`config.mk`:
```
export PLATFORM = sky130hd
export DESIGN_NAME = boot_streamer
export DESIGN_NICKNAME = d
export VERILOG_FILES = /design/src/rtl/boot_pkg.sv /design/src/rtl/boot_phase_timer.sv /design/src/rtl/boot_word_tx.sv /design/src/rtl/boot_walker.sv /design/src/rtl/boot_streamer.sv
export SDC_FILE = /design/constraint.sdc
export NUM_CORES = 1
export LEC_CHECK = 0
export ABC_CLOCK_PERIOD_IN_PS = 3300
export BUFFER_PORTS_ARGS = -buffer_cell sky130_fd_sc_hd__buf_2
export CORE_MARGIN = 8
export CORE_UTILIZATION = 27
export DETAILED_ROUTE_END_ITERATION = 12
export HOLD_SLACK_MARGIN = 0.08
export SLEW_MARGIN = 20
export SYNTH_ARGS = -nofsm -noshare
export SYNTH_HDL_FRONTEND = slang
export SYNTH_SLANG_ARGS = --single-unit
```
`constraint.sdc`:
```
create_clock -name clk -period 3.3 [get_ports clk]
set_clock_uncertainty 0.05 [all_clocks]
set_input_delay 0.165 -clock clk [delete_from_list [all_inputs] [get_ports clk]]
set_output_delay 0.165 -clock clk [all_outputs]
set_load 0.02 [all_outputs]
```
`src/rtl/boot_pkg.sv`:
```
package boot_pkg;
  localparam int WORD_W   = 32;
  localparam int HDR_WORDS = 2;
  localparam int PHASES   = 2 + 2 * WORD_W;   // two frame phases + two per bit

  typedef enum logic [2:0] {
    ST_IDLE, ST_HOLD, ST_REL, ST_INT, ST_LOAD, ST_SEND
  } bst_e;

  typedef enum logic [1:0] {WK_LEN, WK_ADDR, WK_DATA} wkind_e;

  // phase index -> bit position carried on the data line
  function automatic int bit_of_phase(input int ph);
    return (WORD_W - 1) - ((ph - 2) / 2);
  endfunction
endpackage

```
`src/rtl/boot_phase_timer.sv`:
```
module boot_phase_timer #(
  parameter int DIV_W = 8
) (
  input  logic             clk,
  input  logic             rst_n,
  input  logic             en,
  input  logic [DIV_W-1:0] half,
  output logic             tick
);
  logic [DIV_W-1:0] cnt;

  function automatic logic [DIV_W-1:0] eff_half(input logic [DIV_W-1:0] h);
    return (h == '0) ? DIV_W'(1) : h;
  endfunction

  assign tick = en && (cnt == eff_half(half) - DIV_W'(1));

  always_ff @(posedge clk or negedge rst_n) begin
    if (!rst_n)          cnt <= '0;
    else if (!en || tick) cnt <= '0;
    else                 cnt <= cnt + DIV_W'(1);
  end
endmodule

```
`src/rtl/boot_word_tx.sv`:
```
module boot_word_tx
  import boot_pkg::*;
(
  input  logic              clk,
  input  logic              rst_n,
  input  logic              load,
  input  logic [WORD_W-1:0] word_in,
  input  logic              active,
  input  logic              tick,
  output logic              ser_clk,
  output logic              ser_data,
  output logic              ser_frame,
  output logic              word_done
);
  localparam int PH_W = $clog2(PHASES);
  localparam int IW   = $clog2(WORD_W);
  localparam logic [PH_W-1:0] LAST_PH = PH_W'(PHASES - 1);

  logic [PH_W-1:0]   phase;
  logic [WORD_W-1:0] word_q;
  logic [IW-1:0]     bidx;

  assign bidx      = IW'(bit_of_phase(int'(phase)));
  assign ser_frame = active && (phase < PH_W'(2));
  assign ser_clk   = active && phase[0];
  assign ser_data  = active && !(phase < PH_W'(2)) && word_q[bidx];
  assign word_done = active && tick && (phase == LAST_PH);

  always_ff @(posedge clk or negedge rst_n) begin
    if (!rst_n) begin
      phase  <= '0;
      word_q <= '0;
    end else if (load) begin
      phase  <= '0;
      word_q <= word_in;
    end else if (active && tick) begin
      phase <= (phase == LAST_PH) ? '0 : phase + PH_W'(1);
    end
  end
endmodule

```
`src/rtl/boot_walker.sv`:
```
module boot_walker
  import boot_pkg::*;
(
  input  logic              clk,
  input  logic              rst_n,
  input  logic              restart,
  input  logic              load,
  input  logic [WORD_W-1:0] rdata,
  input  logic              word_done,
  output logic              last
);
  wkind_e            kind;
  logic [WORD_W-1:0] remaining;

  always_ff @(posedge clk or negedge rst_n) begin
    if (!rst_n) begin
      kind      <= WK_LEN;
      remaining <= '0;
      last      <= 1'b0;
    end else if (restart) begin
      kind <= WK_LEN;
      last <= 1'b0;
    end else if (load && kind == WK_LEN) begin
      remaining <= rdata;
      last      <= (rdata == '0);
    end else if (word_done && !last) begin
      unique case (kind)
        WK_LEN:  kind <= WK_ADDR;
        WK_ADDR: kind <= WK_DATA;
        default: begin
          remaining <= remaining - WORD_W'(1);
          if (remaining == WORD_W'(1)) kind <= WK_LEN;
        end
      endcase
    end
  end
endmodule

```
`src/rtl/boot_streamer.sv`:
```
module boot_streamer
  import boot_pkg::*;
#(
  parameter int DEPTH = 256,
  parameter int DIV_W = 8,
  localparam int AW = $clog2(DEPTH)
) (
  input  logic              clk,
  input  logic              rst_n,
  input  logic              start,
  input  logic [DIV_W-1:0]  half_period,
  output logic [AW-1:0]     mem_addr,
  input  logic [WORD_W-1:0] mem_rdata,
  output logic              tgt_reset_n,
  output logic              boot_int,
  output logic              ser_clk,
  output logic              ser_data,
  output logic              ser_frame,
  output logic              busy,
  output logic              done,
  output logic              error
);
  localparam int PW = AW + 1;

  bst_e             state;
  logic [PW-1:0]    ptr;
  logic [DIV_W-1:0] half_q;
  logic             tick, word_done, last, ptr_ovf;
  logic             load_word, accept, timer_en, sending;

  assign accept    = (state == ST_IDLE) && start;
  assign ptr_ovf   = (ptr >= PW'(DEPTH));
  assign load_word = (state == ST_LOAD) && !ptr_ovf;
  assign sending   = (state == ST_SEND);
  assign timer_en  = (state != ST_IDLE) && (state != ST_LOAD);
  assign busy      = (state != ST_IDLE);
  assign mem_addr  = ptr[AW-1:0];

  boot_phase_timer #(.DIV_W(DIV_W)) u_timer (
    .clk(clk), .rst_n(rst_n), .en(timer_en), .half(half_q), .tick(tick)
  );

  boot_word_tx u_tx (
    .clk(clk), .rst_n(rst_n), .load(load_word), .word_in(mem_rdata),
    .active(sending), .tick(tick), .ser_clk(ser_clk), .ser_data(ser_data),
    .ser_frame(ser_frame), .word_done(word_done)
  );

  boot_walker u_walk (
    .clk(clk), .rst_n(rst_n), .restart(accept), .load(load_word),
    .rdata(mem_rdata), .word_done(word_done), .last(last)
  );

  always_ff @(posedge clk or negedge rst_n) begin
    if (!rst_n) begin
      state       <= ST_IDLE;
      ptr         <= '0;
      half_q      <= '0;
      tgt_reset_n <= 1'b0;
      boot_int    <= 1'b0;
      done        <= 1'b0;
      error       <= 1'b0;
    end else begin
      unique case (state)
        ST_IDLE: if (start) begin
          half_q      <= half_period;
          ptr         <= PW'(HDR_WORDS);
          done        <= 1'b0;
          error       <= 1'b0;
          tgt_reset_n <= 1'b0;
          boot_int    <= 1'b0;
          state       <= ST_HOLD;
        end
        ST_HOLD: if (tick) begin
          tgt_reset_n <= 1'b1;
          state       <= ST_REL;
        end
        ST_REL: if (tick) begin
          boot_int <= 1'b1;
          state    <= ST_INT;
        end
        ST_INT: if (tick) state <= ST_LOAD;
        ST_LOAD: begin
          if (ptr_ovf) begin
            error <= 1'b1;
            state <= ST_IDLE;
          end else begin
            ptr   <= ptr + PW'(1);
            state <= ST_SEND;
          end
        end
        default: if (word_done) begin
          if (last) begin
            done  <= 1'b1;
            state <= ST_IDLE;
          end else begin
            state <= ST_LOAD;
          end
        end
      endcase
    end
  end
endmodule

```
# Yosys cells after proc, flatten, opt, wreduce, memory -nomap -nowiden
# Cells that the tools add are included.
[totals] elab_cells=126 ff_bits=106 in_bits=43
[classes] addsub=8 reduce_logical=44 bitwise_logic=3 mux=37 order_cmp=3 eq_ne=18
[op_table] operator="$mux 32" n=3
[op_table] operator="$eq 32x1->1 const B" n=1
[op_table] operator="$logic_not 32->1" n=1
[op_table] operator="$sub 32x1->32 const B" n=1
[op_table] operator="$mux 3" n=7
[op_table] operator="$mux 7" n=3
[op_table] operator="$mux 9" n=2
[op_table] operator="$pmux 9 s2" n=1
[op_table] operator="$reduce_and 3->1" n=6
[op_table] operator="$reduce_bool 2->1" n=9
[op_table] operator="$mux 8" n=2
[op_table] operator="$pmux 3 s5" n=1
[op_table] operator="$logic_and 1x1->1" n=12
[op_table] operator="$add 9x1->9 const B" n=1
[op_table] operator="$ge 9x9->1 const B" n=1
[op_table] operator="$add 8x1->8 const B" n=1
[op_table] operator="$eq 8x8->1" n=1
[op_table] operator="$logic_not 8->1" n=1
[op_table] operator="$mux 1" n=8
[op_table] operator="$mux 2" n=4
[op_table] operator="$ne 2x1->1 const B" n=4
[op_table] operator="$ne 2x2->1 const B" n=4
[op_table] operator="$pmux 1 s2" n=4
[op_table] operator="$sub 7x2->8 const B" n=1
[op_table] operator="other kinds (28)" n=34

# Depth between registers and ports, before layout
# Gate-level depths: netlist (run 1).
[depth] ltp_word=11 mapped_depth=12

# By module
# From an unflattened synthesis (run 1), not the netlist that was laid out.
[unflattened] cells_unflattened=660 hier_area_um2=6399.9
[modules_own_cells] module="boot_walker" cells_per_inst=278 instances=1 area_per_inst_um2=2282.2
[modules_own_cells] module="boot_word_tx" cells_per_inst=162 instances=1 area_per_inst_um2=2068.2
[modules_own_cells] module="boot_streamer" cells_per_inst=120 instances=1 area_per_inst_um2=1270.0
[modules_own_cells] module="boot_phase_timer" cells_per_inst=100 instances=1 area_per_inst_um2=779.5

# Least setup slack after synthesis (run 1)
# Ideal clock, no wire load.
[synth_path] path_kind="reg-to-reg" from="register half_q[5]" to="register u_tx.phase[4]" stages_incl_launch_ff=12 required_time_ns=3.172 setup_slack_ns=0.301 synth_period_minus_slack_ns=2.999 arrival_time_ns=2.871 path_cell_list="dfrtp_1 nor4_2 a21oi_1 ha_1 nor2b_1 a211o_1 a211oi_2 o211a_2 nand3_1 buf_2 or3_1 a21oi_1"
[synth_via] elab_chain_cells=7
[synth_lines] element="start, declared" line="boot_streamer.sv:27" source="logic [DIV_W-1:0] half_q;"
[synth_lines] element="start signal, assigned" line="boot_streamer.sv:66" source="half_q <= half_period;"
[synth_lines] element="$logic_not 8->1" line="boot_phase_timer.sv:13" source="return (h == '0) ? DIV_W'(1) : h;"
[synth_lines] element="$mux 8 (*)" line="boot_phase_timer.sv:13"
[synth_lines] element="$sub 8x1->8 (*)" line="boot_phase_timer.sv:16" source="assign tick = en && (cnt == eff_half(half) - DIV_W'(1));"
[synth_lines] element="$eq 8x8->1 (*)" line="boot_phase_timer.sv:16"
[synth_lines] element="$logic_and 1x1->1 (*)" line="boot_phase_timer.sv:16"
[synth_lines] element="$logic_and 1x1->1 (*)" line="boot_word_tx.sv:36" source="end else if (active && tick) begin"
[synth_lines] element="$reduce_bool 2->1 (no line) (*)"
[synth_lines] element="end signal, assigned" line="boot_word_tx.sv:37" source="phase <= (phase == LAST_PH) ? '0 : phase + PH_W'(1);"
[synth_lines] element="end, declared" line="boot_word_tx.sv:19" source="logic [PH_W-1:0] phase;"
# Mark *: on every way between the ends. The rest lies on a longest branch, timed or not.
# A chain may end at the register's enable or synchronous reset.

# Worst setup path in the final report (run 1)
[layout_path] from="register u_tx.phase[3]" to="output ser_data"
[layout_via] elab_chain_cells=7 elab_cells_between_ends=10
[layout_lines] element="$sub 7x2->8" line="boot_pkg.sv:14" source="return (WORD_W - 1) - ((ph - 2) / 2);"
[layout_lines] element="$and 1x1->1 (no line)"
[layout_lines] element="$add 5x1->5 (no line)"
[layout_lines] element="$sub 1x5->5" line="boot_pkg.sv:14"
[layout_lines] element="$bmux 1 s5" line="boot_word_tx.sv:26" source="assign ser_data = active && !(phase < PH_W'(2)) && word_q[bidx];"
[layout_lines] element="$mux 1 (implied by the code)" line="boot_word_tx.sv:26"
[layout_lines] element="$logic_and 1x1->1 (*)" line="boot_word_tx.sv:26"
[layout_lines] element="end, declared" line="boot_streamer.sv:17" source="output logic ser_data,"
# Mark *: on every way between the ends. The rest lies on a longest branch, timed or not. The select of a mux whose other input is x is not followed.

==> out/qor.log, run 1 <==
[grt] GR Overflow Total 0
[timing] TNS Setup 0 ps
[finish] fillers 2367
[setup_path] largest driver fanout on the critical path 4
[floorplanning] Initial Util 27.6%
[timing] final worst setup slack 139 ps
[drt] drc violations 0
[min_path] hold path start start
[placement] Placed Cells 1040
[synthesis] most frequently used cell type in the post-synthesis netlist sky130_fd_sc_hd__nand2_1
[power_and_ir_drop] Reg power frac 44.1%
[setup_path] startpoint of the most critical register-to-register path half_q[1]
[min_path] end of the worst hold path error
[floorplanning] standard cell core area 0.0227 sq mm
[placement] count of input and output buffers 58
[floorplanning] site row count 55
[finish] non-filler instance count after layout 1099
[grt] Total GRT Usage 12.3%
[timing] setup violators final 0
[synthesis] number of enable-type register cells in the synthesized netlist 0
[setup_path] CP peak stage delay 400 ps
[setup_path] worst-path cell with the longest stage delay sky130_fd_sc_hd__dfrtp_1
[synthesis] share of synthesized flip-flops with an asynchronous set or reset 100%
[placement] final HPWL from detailed placement 12100 um
[power_and_ir_drop] net switching share of the total power 35.0%
[clock_network] Worst-path clk slew 80 ps
[finish] area growth from synthesis to layout 22.7%
[setup_path] Cell Chain, Critical Path nor4_2 > and3_1 > ha_1 > ha_2 > nor2b_1 > a211oi_1 > nand2_1 > o21ai_1 > xnor2_1 > mux2i_1 > o211a_1 > buf_2
[timing] timing-limited maximum frequency 316 MHz
[floorplanning] Die Outline Area 0.0283 sq mm
[drt] routed length per instance 15.6 um
[timing] fin crit period 3160 ps
[synthesis] post-synthesis cell count 713
[clock_network] clock tree from TritonCTS built
[power_and_ir_drop] leakage dissipation 3.34 nW
[timing] Slew Limit Headroom 46.7%
[drt] number of design-rule violations left by the first detailed-router iteration 289
[setup_path] CP Data Required Time 3080 ps
[placement] global placer's final weighted congestion 0.792
[synthesis] leading post-synthesis cells by cell area sky130_fd_sc_hd__dfrtp_1 (42%), sky130_fd_sc_hd__nand2_1 (9.3%), sky130_fd_sc_hd__xor2_1 (3.5%), sky130_fd_sc_hd__nor2_1 (3.5%), sky130_fd_sc_hd__nor3_1 (3.0%)
[min_path] worst hold path cell count 4
[timing] final period utilization 95.8%
[setup_path] critical register-to-register path endpoint u_walk.remaining[14]
[grt] initial antenna violation count 1
[min_path] worst hold-check path type in2reg
[clock_network] H-tree levels 3
[setup_path] Worst Setup Start Kind flop
[synthesis] syn nets 767
[timing] final hold violations 0
[drt] vias per std cell 4.97
[finish] cell area after layout 0.00768 sq mm
[timing] RSZ-0062 raised after global routing true
[timing] worst hold slack after final layout 106 ps
[power_and_ir_drop] Design Power 4.21 mW
[placement] placement-stage cell area 0.00692 sq mm
[setup_path] internal reg-to-reg setup slack 210 ps
[placement] Place WS 155 ps
[grt] first-pass GRT wire length 28200 um
[power_and_ir_drop] power density of the placed cells 548 mW/mm^2
[timing] number of pins exceeding their max-slew limit in the final report 0
[power_and_ir_drop] peak supply drop 0.236 mV
[power_and_ir_drop] portion of total power attributed to the clock network 26.3%
[drt] top layer reached by signal wires met4
[grt] largest net degree at the start of global routing 83
[setup_path] Register-to-Register Path Depth 11
[clock_network] Clock Path Buffers 2
[floorplanning] die width 168 um
[drt] detailed route wirelength on metal3 724 um
[drt] DRT met1 WL 8100 um
[synthesis] synthesized cell area 0.00626 sq mm
[finish] ratio of cells with drive above 1 in the final layout 17.5%
[timing] Tightest Pin Transition 800 ps
[power_and_ir_drop] cell-internal power 2.73 mW
[synthesis] Unique masters post-synth 64
[drt] amount of wire on met2 after detailed routing 7870 um
[synthesis] cell type with the largest total area after synthesis sky130_fd_sc_hd__dfrtp_1
[drt] final wirelength 17100 um
[floorplanning] vertical extent of the die 168 um
[clock_network] clock root cell sky130_fd_sc_hd__clkbuf_16
[power_and_ir_drop] switching pwr 1.47 mW
[clock_network] Skew-Pair Late Insertion Delay 360 ps
[setup_path] Critical Path Sink Type output pin
[synthesis] share of the synthesized area in the top cell type 42.4%
[synthesis] total of warnings raised by yosys 0
[setup_path] arrival time at the worst endpoint 2950 ps
[drt] antenna-violating nets left 0
[power_and_ir_drop] combinational fraction of design power 29.6%
[finish] number of nets in the layout 862
[synthesis] proportion of synthesized chip area in sequential cells 42.4%
[synthesis] number of flip-flops and latches in the synthesized netlist 106
[clock_network] clock sink total 106
[grt] number of global-route vias before repair 5396
[synthesis] most frequent cells after synthesis sky130_fd_sc_hd__nand2_1 (155), sky130_fd_sc_hd__dfrtp_1 (106), sky130_fd_sc_hd__nor2_1 (58), sky130_fd_sc_hd__nor3_1 (37), sky130_fd_sc_hd__o21ai_0 (36)
[drt] via count 5467
[finish] final standard cell utilization of the core 33.8%
[drt] number of iterations in the first detailed-routing pass 5
[run] max capacitance violation total 0
[outcome] run status finished, final reports clean
[setup_path] type of the setup path with the least slack reg2out
[floorplanning] number of top-level design ports 59
[clock_network] number of CTS-inserted buffers 9
[synthesis] most common flop cell mapped by yosys sky130_fd_sc_hd__dfrtp_1
[synthesis] mean area per synthesized cell 8.78 sq um
metal layers:
layer  global-route usage, %  vias to the layer above
met1                    16.2                     2627
met4                    5.28                        0
li1                        -                     2690
met3                    2.17                       29
met2                    19.4                      121
met5                       0                        -
registers in the layout, summed over array words and instances (netlist names), 2 cells and up:
name              flops
u_tx.word_q          32
u_tx.phase            7
state                 3
half_q                8
ptr                   9
u_timer.cnt           8
u_walk.remaining     32
u_walk.kind           2
worst max-delay path: cells and delay by family, from the launching register on:
kind	cells	cell delay, ps
xor gates and xnor gates	1	200
buffers and inverters	1	170
AOI/OAI and AO/OA	3	520
muxes	1	230
and+or+nand+nor	4	640
adders and majority gates	2	420
DFF	1	400
layout by cell type (no fill, tap or decap), drive strengths merged, types with 6 or more instances in the layout:
cell and n:
or4 9, and3 8, nor4 14, mux2i 15, dfrtp 106, clkbuf 11
xnor2 9, nor2b 6, nor3 40, buf 88, nand3 30, nand2 155
nand4 9, a21oi 21, xor2 25, ha 11, nand2b 11, nor2 59
nand3b 7, o21ai 37, or3 14, mux4 8, dlygate4sd3 41, inv 11
worst max path at each step:
stage | from | slack [ps] | endpoint | cells after the start
2_1_floorplan | half_q[5] | 300 | u_tx.phase[4] | 11
3_3_place_gp | half_q[4] | 210 | u_tx.phase[3] | 10
3_5_place_dp | half_q[4] | 150 | u_tx.phase[1] | 11
4_1_cts | u_tx.phase[3] | 1 | ser_data | 12
5_1_grt | u_tx.phase[3] | -40 | ser_data | 12
6_report | u_tx.phase[3] | 140 | ser_data | 12
kinds of logic (layout without fill, tap and decap cells):
kind of cell    count (synthesis)  after routing  synth area share [%]
xor+xnor                       34             34                  4.88
other cells                     0              1                     0
flops                         106            106                  42.4
buf+inv                        53            153                  3.88
fa+ha+maj                      11             11                  2.20
simple gates                  392            392                  31.8
mux                            26             26                  5.82
compound gates                 91             91                  9.00
power groups by stage:
stage               Sequential [mW]  Combinational, mW  Clock (mW)
CTS                            1.85               1.25        1.13
global route                   1.90               1.40        1.17
finish                         1.86               1.24        1.11
detailed placement             1.87               1.20           0
global placement               1.87               1.18           0
floorplan                      1.80              0.912           0
final cells by class:
class	instances	area [sq um]	share of cell area, %
inverter	8	30.0	0.391
antenna	1	2.50	0.0326
sequential	106	2650	34.6
multi-input combinational	554	3410	44.4
timing repair buffer	129	932	12.1
tap	285	357	4.65
clock inverter	5	42.5	0.554
clock buffer	11	253	3.29
what timing repair did:
| item | CTS | global route |
|---|---|---|
| hold buffers | 41 | 0 |
| endpoints found under the hold margin | 137 | 0 |
| pin swaps | 0 | 1 |
| gates resized for setup | 2 | 7 |
| buffers inserted | 1 | 0 |
| setup endpoints to repair | 1 | 7 |
Note: power is estimated with default switching activity, not from simulation.
==> run 2: changes to the inputs <==
PLACE_DENSITY_LB_ADDON = 0.3   (was unset)
==> run 2 against run 1 <==
Net effect: routed wire length increased by 0.63%; sequential cell count unchanged; combinational power about the same; fmax is 0.55% lower; sequential power about the same.
==> out/qor.log, run 2 (synthesis gave the netlist of run 1 again) <==
[drt] number of design-rule violations left by the first detailed-router iteration 317 [+9.7%]
[drt] antenna-violating nets left 0 [unchanged]
[timing] Tightest Pin Transition 918 ps [+118 ps]
[setup_path] largest driver fanout on the critical path 8 [+4]
[clock_network] clock sink total 106 [unchanged]
[finish] most frequent cells in the layout sky130_fd_sc_hd__nand2_1 (154), sky130_fd_sc_hd__dfrtp_1 (106), sky130_fd_sc_hd__nor2_1 (58)
[finish] ratio of cells with drive above 1 in the final layout 17.3% [-0.20 points]
[floorplanning] number of top-level design ports 59 [unchanged]
[clock_network] H-tree levels 3 [unchanged]
[clock_network] Skew-Pair Late Insertion Delay 350 ps [about the same]
[timing] setup violators final 0 [unchanged]
[timing] timing-limited maximum frequency 315 MHz [-0.55%]
[drt] number of iterations in the first detailed-routing pass 4 [-1]
[setup_path] worst-path cell with the longest stage delay sky130_fd_sc_hd__dfrtp_1
[power_and_ir_drop] peak supply drop 0.220 mV [-6.6%]
[power_and_ir_drop] power density of the placed cells 562 mW/mm^2 [+2.5%]
[power_and_ir_drop] Design Power 4.35 mW [+3.4%]
[placement] global placer's final weighted congestion 0.764 [-3.5%]
[floorplanning] die width 168 um [unchanged]
[setup_path] Cell Chain, Critical Path inv_1 > ha_2 > and3_1 > ha_1 > ha_2 > buf_6 > mux4_2 > mux2i_1 > mux2i_1 > o211a_1 > buf_2
[floorplanning] Die Outline Area 0.0283 sq mm [unchanged]
[timing] final period utilization 96.3% [+0.53 points]
[setup_path] CP Data Required Time 3080 ps [about the same]
[setup_path] arrival time at the worst endpoint 2960 ps [about the same]
[finish] area growth from synthesis to layout 23.7%
[clock_network] clock root cell sky130_fd_sc_hd__clkbuf_16
[timing] number of pins exceeding their max-slew limit in the final report 0 [unchanged]
[finish] fillers 2381 [+0.59%]
[drt] routed length per instance 15.7 um [+0.81%]
[timing] final hold violations 0 [unchanged]
[timing] TNS Setup 0 ps [unchanged]
[floorplanning] standard cell core area 0.0227 sq mm [unchanged]
[setup_path] Worst Setup Start Kind flop
[setup_path] CP peak stage delay 400 ps [about the same]
[finish] most common cell after layout, fill and taps aside sky130_fd_sc_hd__nand2_1
[run] max capacitance violation total 0 [unchanged]
[drt] final wirelength 17200 um [+0.63%]
[clock_network] Clock Path Buffers 2 [unchanged]
[grt] GR Overflow Total 0 [unchanged]
[finish] largest registers u_tx.word_q: 32 flops, u_walk.remaining: 32 flops, ptr: 9 flops
[timing] RSZ-0062 raised after global routing true
[placement] count of input and output buffers 58 [unchanged]
[clock_network] Worst-path clk slew 70 ps [about the same]
[clock_network] clock tree from TritonCTS built
[timing] fin crit period 3180 ps [+17.4 ps]
[grt] initial antenna violation count 0 [-1]
[min_path] worst hold-check path type in2reg
[floorplanning] vertical extent of the die 168 um [unchanged]
[drt] vias per std cell 4.98 [about the same]
[clock_network] number of CTS-inserted buffers 9 [unchanged]
[grt] first-pass GRT wire length 29000 um [+2.9%]
[floorplanning] site row count 55 [unchanged]
[floorplanning] Initial Util 27.6% [unchanged]
[power_and_ir_drop] leakage dissipation 3.36 nW [+0.81%]
[setup_path] type of the setup path with the least slack reg2out
[grt] largest net degree at the start of global routing 66 [-20%]
[outcome] run status finished, final reports clean
[finish] number of nets in the layout 861 [-0.12%]
[drt] via count 5462 [-0.091%]
[placement] final HPWL from detailed placement 12100 um [-0.32%]
[drt] drc violations 0 [unchanged]
[timing] Slew Limit Headroom 38.8% [-7.9 points]
[grt] Total GRT Usage 12.7% [+0.45 points]
[grt] number of global-route vias before repair 5392 [-0.074%]
[setup_path] Critical Path Sink Type output pin
## run 2: stage by stage
stage,area (sq um),setup WS [ps],util (%),cells,hold slack (ps)
floorplan,6260,301,-,713,-181
global placement,6930,231,30.5,1036,308
detailed placement,6930,188,30.5,1036,308
CTS,7680,50.6,33.8,1092,108
global route,7740,-67.0,34.1,1096,155
finish,7740,121,34.1,1097,127
## run 2: worst paths after layout
check / startpoint / to / slack, ps / depth (start not counted)
hold / removal: start / error / 130 / 4
min in group asynchronous: rst_n / u_walk.remaining[10] / 420 / 2
max in group asynchronous: rst_n / error / 2050 / 3
hold reg to reg: u_tx.word_q[29] / u_tx.word_q[29] / 420 / 2
setup / recovery: u_tx.phase[1] / ser_data / 120 / 11
setup reg to reg: half_q[1] / u_walk.remaining[17] / 220 / 11
## run 2: area by class of cell
class                           count  area, sq um  area share, %
Multi-Input combinational cell    554         3400           43.9
Sequential cell                   106         2650           34.3
Timing Repair Buffer              128          966           12.5
Tap cell                          285          357           4.61
Clock buffer                       10          229           2.96
Clock inverter                      5          104           1.34
Inverter                            8         30.0          0.388
Antenna cell                        1         2.50         0.0323
## run 2: what timing repair did
| item | 4_1_cts | 5_1_grt |
|---|---|---|
| resized for setup | 2 | 9 |
| setup endpoints to repair | 1 | 18 |
| hold buffers | 41 | 0 |
| endpoints found under the hold margin | 122 | 0 |
| pin swaps | 0 | 3 |
| buffers inserted | 0 | 4 |
## run 2: per-layer routing
metal	part of all wire (%)	up-vias	global-route usage, %	wire [um]
met5	0	-	0	0
met4	1.7	0	4.31	289
met3	3.5	20	2.50	608
met2	47	100	20.3	8050
met1	48	2652	17.0	8270
li1	-	2690	-	-
## run 2: critical path, delay by kind of cell, from the launching register on
family                   cells  cell delay, ps
adder cells (fa/ha/maj)      3             770
multiplexers                 3             610
buffers and inverters        3             420
flip-flops                   1             400
AO/OA/AOI/OAI                1             230
AND/OR/NAND/NOR              1             170
## run 2: power breakdown
part	internal, mW	switching (mW)	leakage (nW)
combinational	0.606	0.650	1.98
sequential	1.57	0.289	1.22
clock	0.739	0.495	0.163
total	2.91	1.43	3.36
==> run 3: changes to the inputs <==
CORE_ASPECT_RATIO = 1.5   (was unset)
==> run 3 against run 2 <==
Net effect: final cell count decreased by 1.0%; critical endpoint is now u_walk.remaining[14]; register-to-register slack lost 30 ps; critical path type is now reg2reg; via count down 1.9%; fmax up 2.3%.
==> out/qor.log, run 3 (synthesis gave the netlist of run 1 again) <==
[floorplanning] standard cell core area 0.0229 sq mm [+0.78%]
[drt] drc violations 0 [unchanged]
[setup_path] type of the setup path with the least slack reg2reg
[power_and_ir_drop] Reg power frac 43.5% [+0.8 points]
[timing] setup violators final 0 [unchanged]
[drt] number of design-rule violations left by the first detailed-router iteration 272 [-14%]
[finish] number of nets in the layout 855 [-0.70%]
[clock_network] Worst-path clk slew 80 ps [about the same]
[power_and_ir_drop] cell-internal power 2.84 mW [-2.7%]
[setup_path] internal reg-to-reg setup slack 190 ps [-30 ps]
[grt] GR Overflow Total 0 [unchanged]
[floorplanning] site row count 68 [+24%]
[clock_network] clock sink total 106 [unchanged]
[timing] fin crit period 3110 ps [-70.5 ps]
[power_and_ir_drop] switching pwr 1.45 mW [+0.78%]
[min_path] worst hold-check path type in2reg
[grt] number of global-route vias before repair 5561 [+3.1%]
[setup_path] startpoint of the most critical register-to-register path half_q[1]
[clock_network] Clock Path Buffers 2 [unchanged]
[power_and_ir_drop] peak supply drop 0.256 mV [+16%]
[min_path] worst hold path cell count 4 [unchanged]
[outcome] run status finished, final reports clean
[min_path] end of the worst hold path error
[clock_network] Skew-Pair Late Insertion Delay 360 ps [about the same]
[setup_path] arrival time at the worst endpoint 3300 ps [+340 ps]
[finish] area growth from synthesis to layout 23.1%
[finish] fillers 2323 [-2.4%]
[setup_path] Critical Path Sink Type flop
[setup_path] critical register-to-register path endpoint u_walk.remaining[14]
[floorplanning] vertical extent of the die 202 um [+20%]
[drt] number of iterations in the first detailed-routing pass 4 [unchanged]
[grt] first-pass GRT wire length 28700 um [-1.0%]
[power_and_ir_drop] combinational fraction of design power 29.1% [+0.2 points]
[timing] Tightest Pin Transition 792 ps [-126 ps]
[finish] register cell area after layout 0.00265 sq mm [unchanged]
[setup_path] Register-to-Register Path Depth 11 [unchanged]
[finish] most common cell after layout, fill and taps aside sky130_fd_sc_hd__nand2_1
[clock_network] clock tree from TritonCTS built
[min_path] hold path start start
[clock_network] H-tree levels 3 [unchanged]
[finish] ratio of cells with drive above 1 in the final layout 16.7% [-0.51 points]
[clock_network] clock root cell sky130_fd_sc_hd__clkbuf_16
[clock_network] number of CTS-inserted buffers 9 [unchanged]
[setup_path] CP Data Required Time 3490 ps [+410 ps]
[setup_path] Worst Setup Start Kind flop
[timing] final worst setup slack 192 ps [+70.5 ps]
[timing] final period utilization 94.2% [-2.1 points]
[floorplanning] Die Outline Area 0.0284 sq mm [+0.35%]
[timing] timing-limited maximum frequency 322 MHz [+2.3%]
[floorplanning] die width 140 um [-17%]
[drt] antenna-violating nets left 0 [unchanged]
[floorplanning] Initial Util 27.3% [-0.21 points]
[power_and_ir_drop] leakage dissipation 3.34 nW [-0.81%]
[finish] Inserted Diodes 0 [-1]
[finish] largest registers u_tx.word_q: 32 flops, u_walk.remaining: 32 flops, ptr: 9 flops
[grt] initial antenna violation count 0 [unchanged]
[drt] final wirelength 17300 um [+0.65%]
[power_and_ir_drop] portion of total power attributed to the clock network 27.5% [-0.9 points]
[power_and_ir_drop] net switching share of the total power 33.8% [+0.77 points]
[timing] Slew Limit Headroom 47.2% [+8.4 points]
[timing] final hold violations 0 [unchanged]
[placement] Place WS 119 ps [-69.0 ps]
[drt] vias per std cell 4.94 [-0.87%]
[finish] area of combinational cells with multiple inputs 0.00342 sq mm [+0.59%]
[timing] number of pins exceeding their max-slew limit in the final report 0 [unchanged]
[finish] final standard cell utilization of the core 33.7% [-0.43 points]
[grt] largest net degree at the start of global routing 68 [+3.0%]
[grt] Total GRT Usage 12.6% [-0.16 points]
[placement] count of input and output buffers 58 [unchanged]
[floorplanning] number of top-level design ports 59 [unchanged]
[setup_path] largest driver fanout on the critical path 5 [-3]
[finish] most frequent cells in the layout sky130_fd_sc_hd__nand2_1 (155), sky130_fd_sc_hd__dfrtp_1 (106), sky130_fd_sc_hd__nor2_1 (58)
[power_and_ir_drop] power density of the placed cells 556 mW/mm^2 [-1.0%]
[run] max capacitance violation total 0 [unchanged]
[drt] via count 5360 [-1.9%]
[timing] RSZ-0062 raised after global routing true
[placement] final HPWL from detailed placement 12700 um [+5.6%]
[drt] routed length per instance 16.0 um [+1.7%]
[placement] global placer's final weighted congestion 0.772 [+0.99%]
==> run 3: power groups by stage <==
stage | Sequential, mW | Clock [mW] | Combinational, mW
finish | 1.86 | 1.18 | 1.24
floorplan | 1.80 | 0 | 0.912
detailed placement | 1.88 | 0 | 1.21
CTS | 1.86 | 1.22 | 1.25
global placement | 1.88 | 0 | 1.20
global route | 1.91 | 1.26 | 1.40
==> run 3: layout make-up <==
| cell class | instances | area share [%] |
|---|---|---|
| Timing Repair Buffer | 122 | 12.1 |
| Tap cell | 280 | 4.55 |
| Clock buffer | 10 | 2.97 |
| Sequential cell | 106 | 34.4 |
| Inverter | 8 | 0.390 |
| Clock inverter | 6 | 1.17 |
| Multi-Input combinational cell | 554 | 44.4 |
==> run 3: worst max-delay path by stage <==
stage / startpoint / to / depth (start not counted)
2_1_floorplan: half_q[5] / u_tx.phase[4] / 11
3_3_place_gp: half_q[1] / u_tx.phase[5] / 10
3_5_place_dp: half_q[1] / u_tx.phase[2] / 10
4_1_cts: u_tx.phase[1] / ser_data / 13
5_1_grt: u_tx.phase[4] / ser_data / 12
6_report: half_q[1] / u_walk.remaining[14] / 11
==> run 3: per-stage QoR <==
stage | instance area, sq um | setup TNS, ps | instances | hold WS, ps | power (mW)
6_report | 7700 | 0 | 1086 | 131 | 4.28
5_1_grt | 7700 | -14.7 | 1086 | 175 | 4.57
3_5_place_dp | 6920 | 0 | 1029 | 162 | 3.09
4_1_cts | 7660 | 0 | 1086 | 118 | 4.33
2_1_floorplan | 6260 | 0 | 713 | -181 | 2.71
3_3_place_gp | 6920 | 0 | 1029 | 160 | 3.08
==> run 3: layer usage <==
metal	up-vias	GRT usage, %	wire, um
met1	2575	14.3	7070
met4	0	6.54	642
li1	2664	-	-
met3	40	1.58	408
met5	-	0	0
met2	81	22.5	9210
==> run 3: what timing repair did <==
action | in CTS | in global routing
pin swaps | 0 | 1
resized for setup | 2 | 11
hold buffers | 41 | 0
setup endpoints to repair | 1 | 12
hold endpoints to repair | 96 | 0
setup buffers | 0 | 0
==> run 3: worst max-delay path: stages (launching register included) <==
cell	delay, ps
sky130_fd_sc_hd__dfrtp_1	420
sky130_fd_sc_hd__nor4_2	340
sky130_fd_sc_hd__a21oi_1	110
sky130_fd_sc_hd__ha_1	250
sky130_fd_sc_hd__nor2b_1	160
sky130_fd_sc_hd__a211o_1	300
sky130_fd_sc_hd__a211oi_2	250
sky130_fd_sc_hd__o211ai_1	220
sky130_fd_sc_hd__nor4bb_1	340
sky130_fd_sc_hd__buf_4	210
sky130_fd_sc_hd__mux2i_1	80
sky130_fd_sc_hd__a211o_1	270
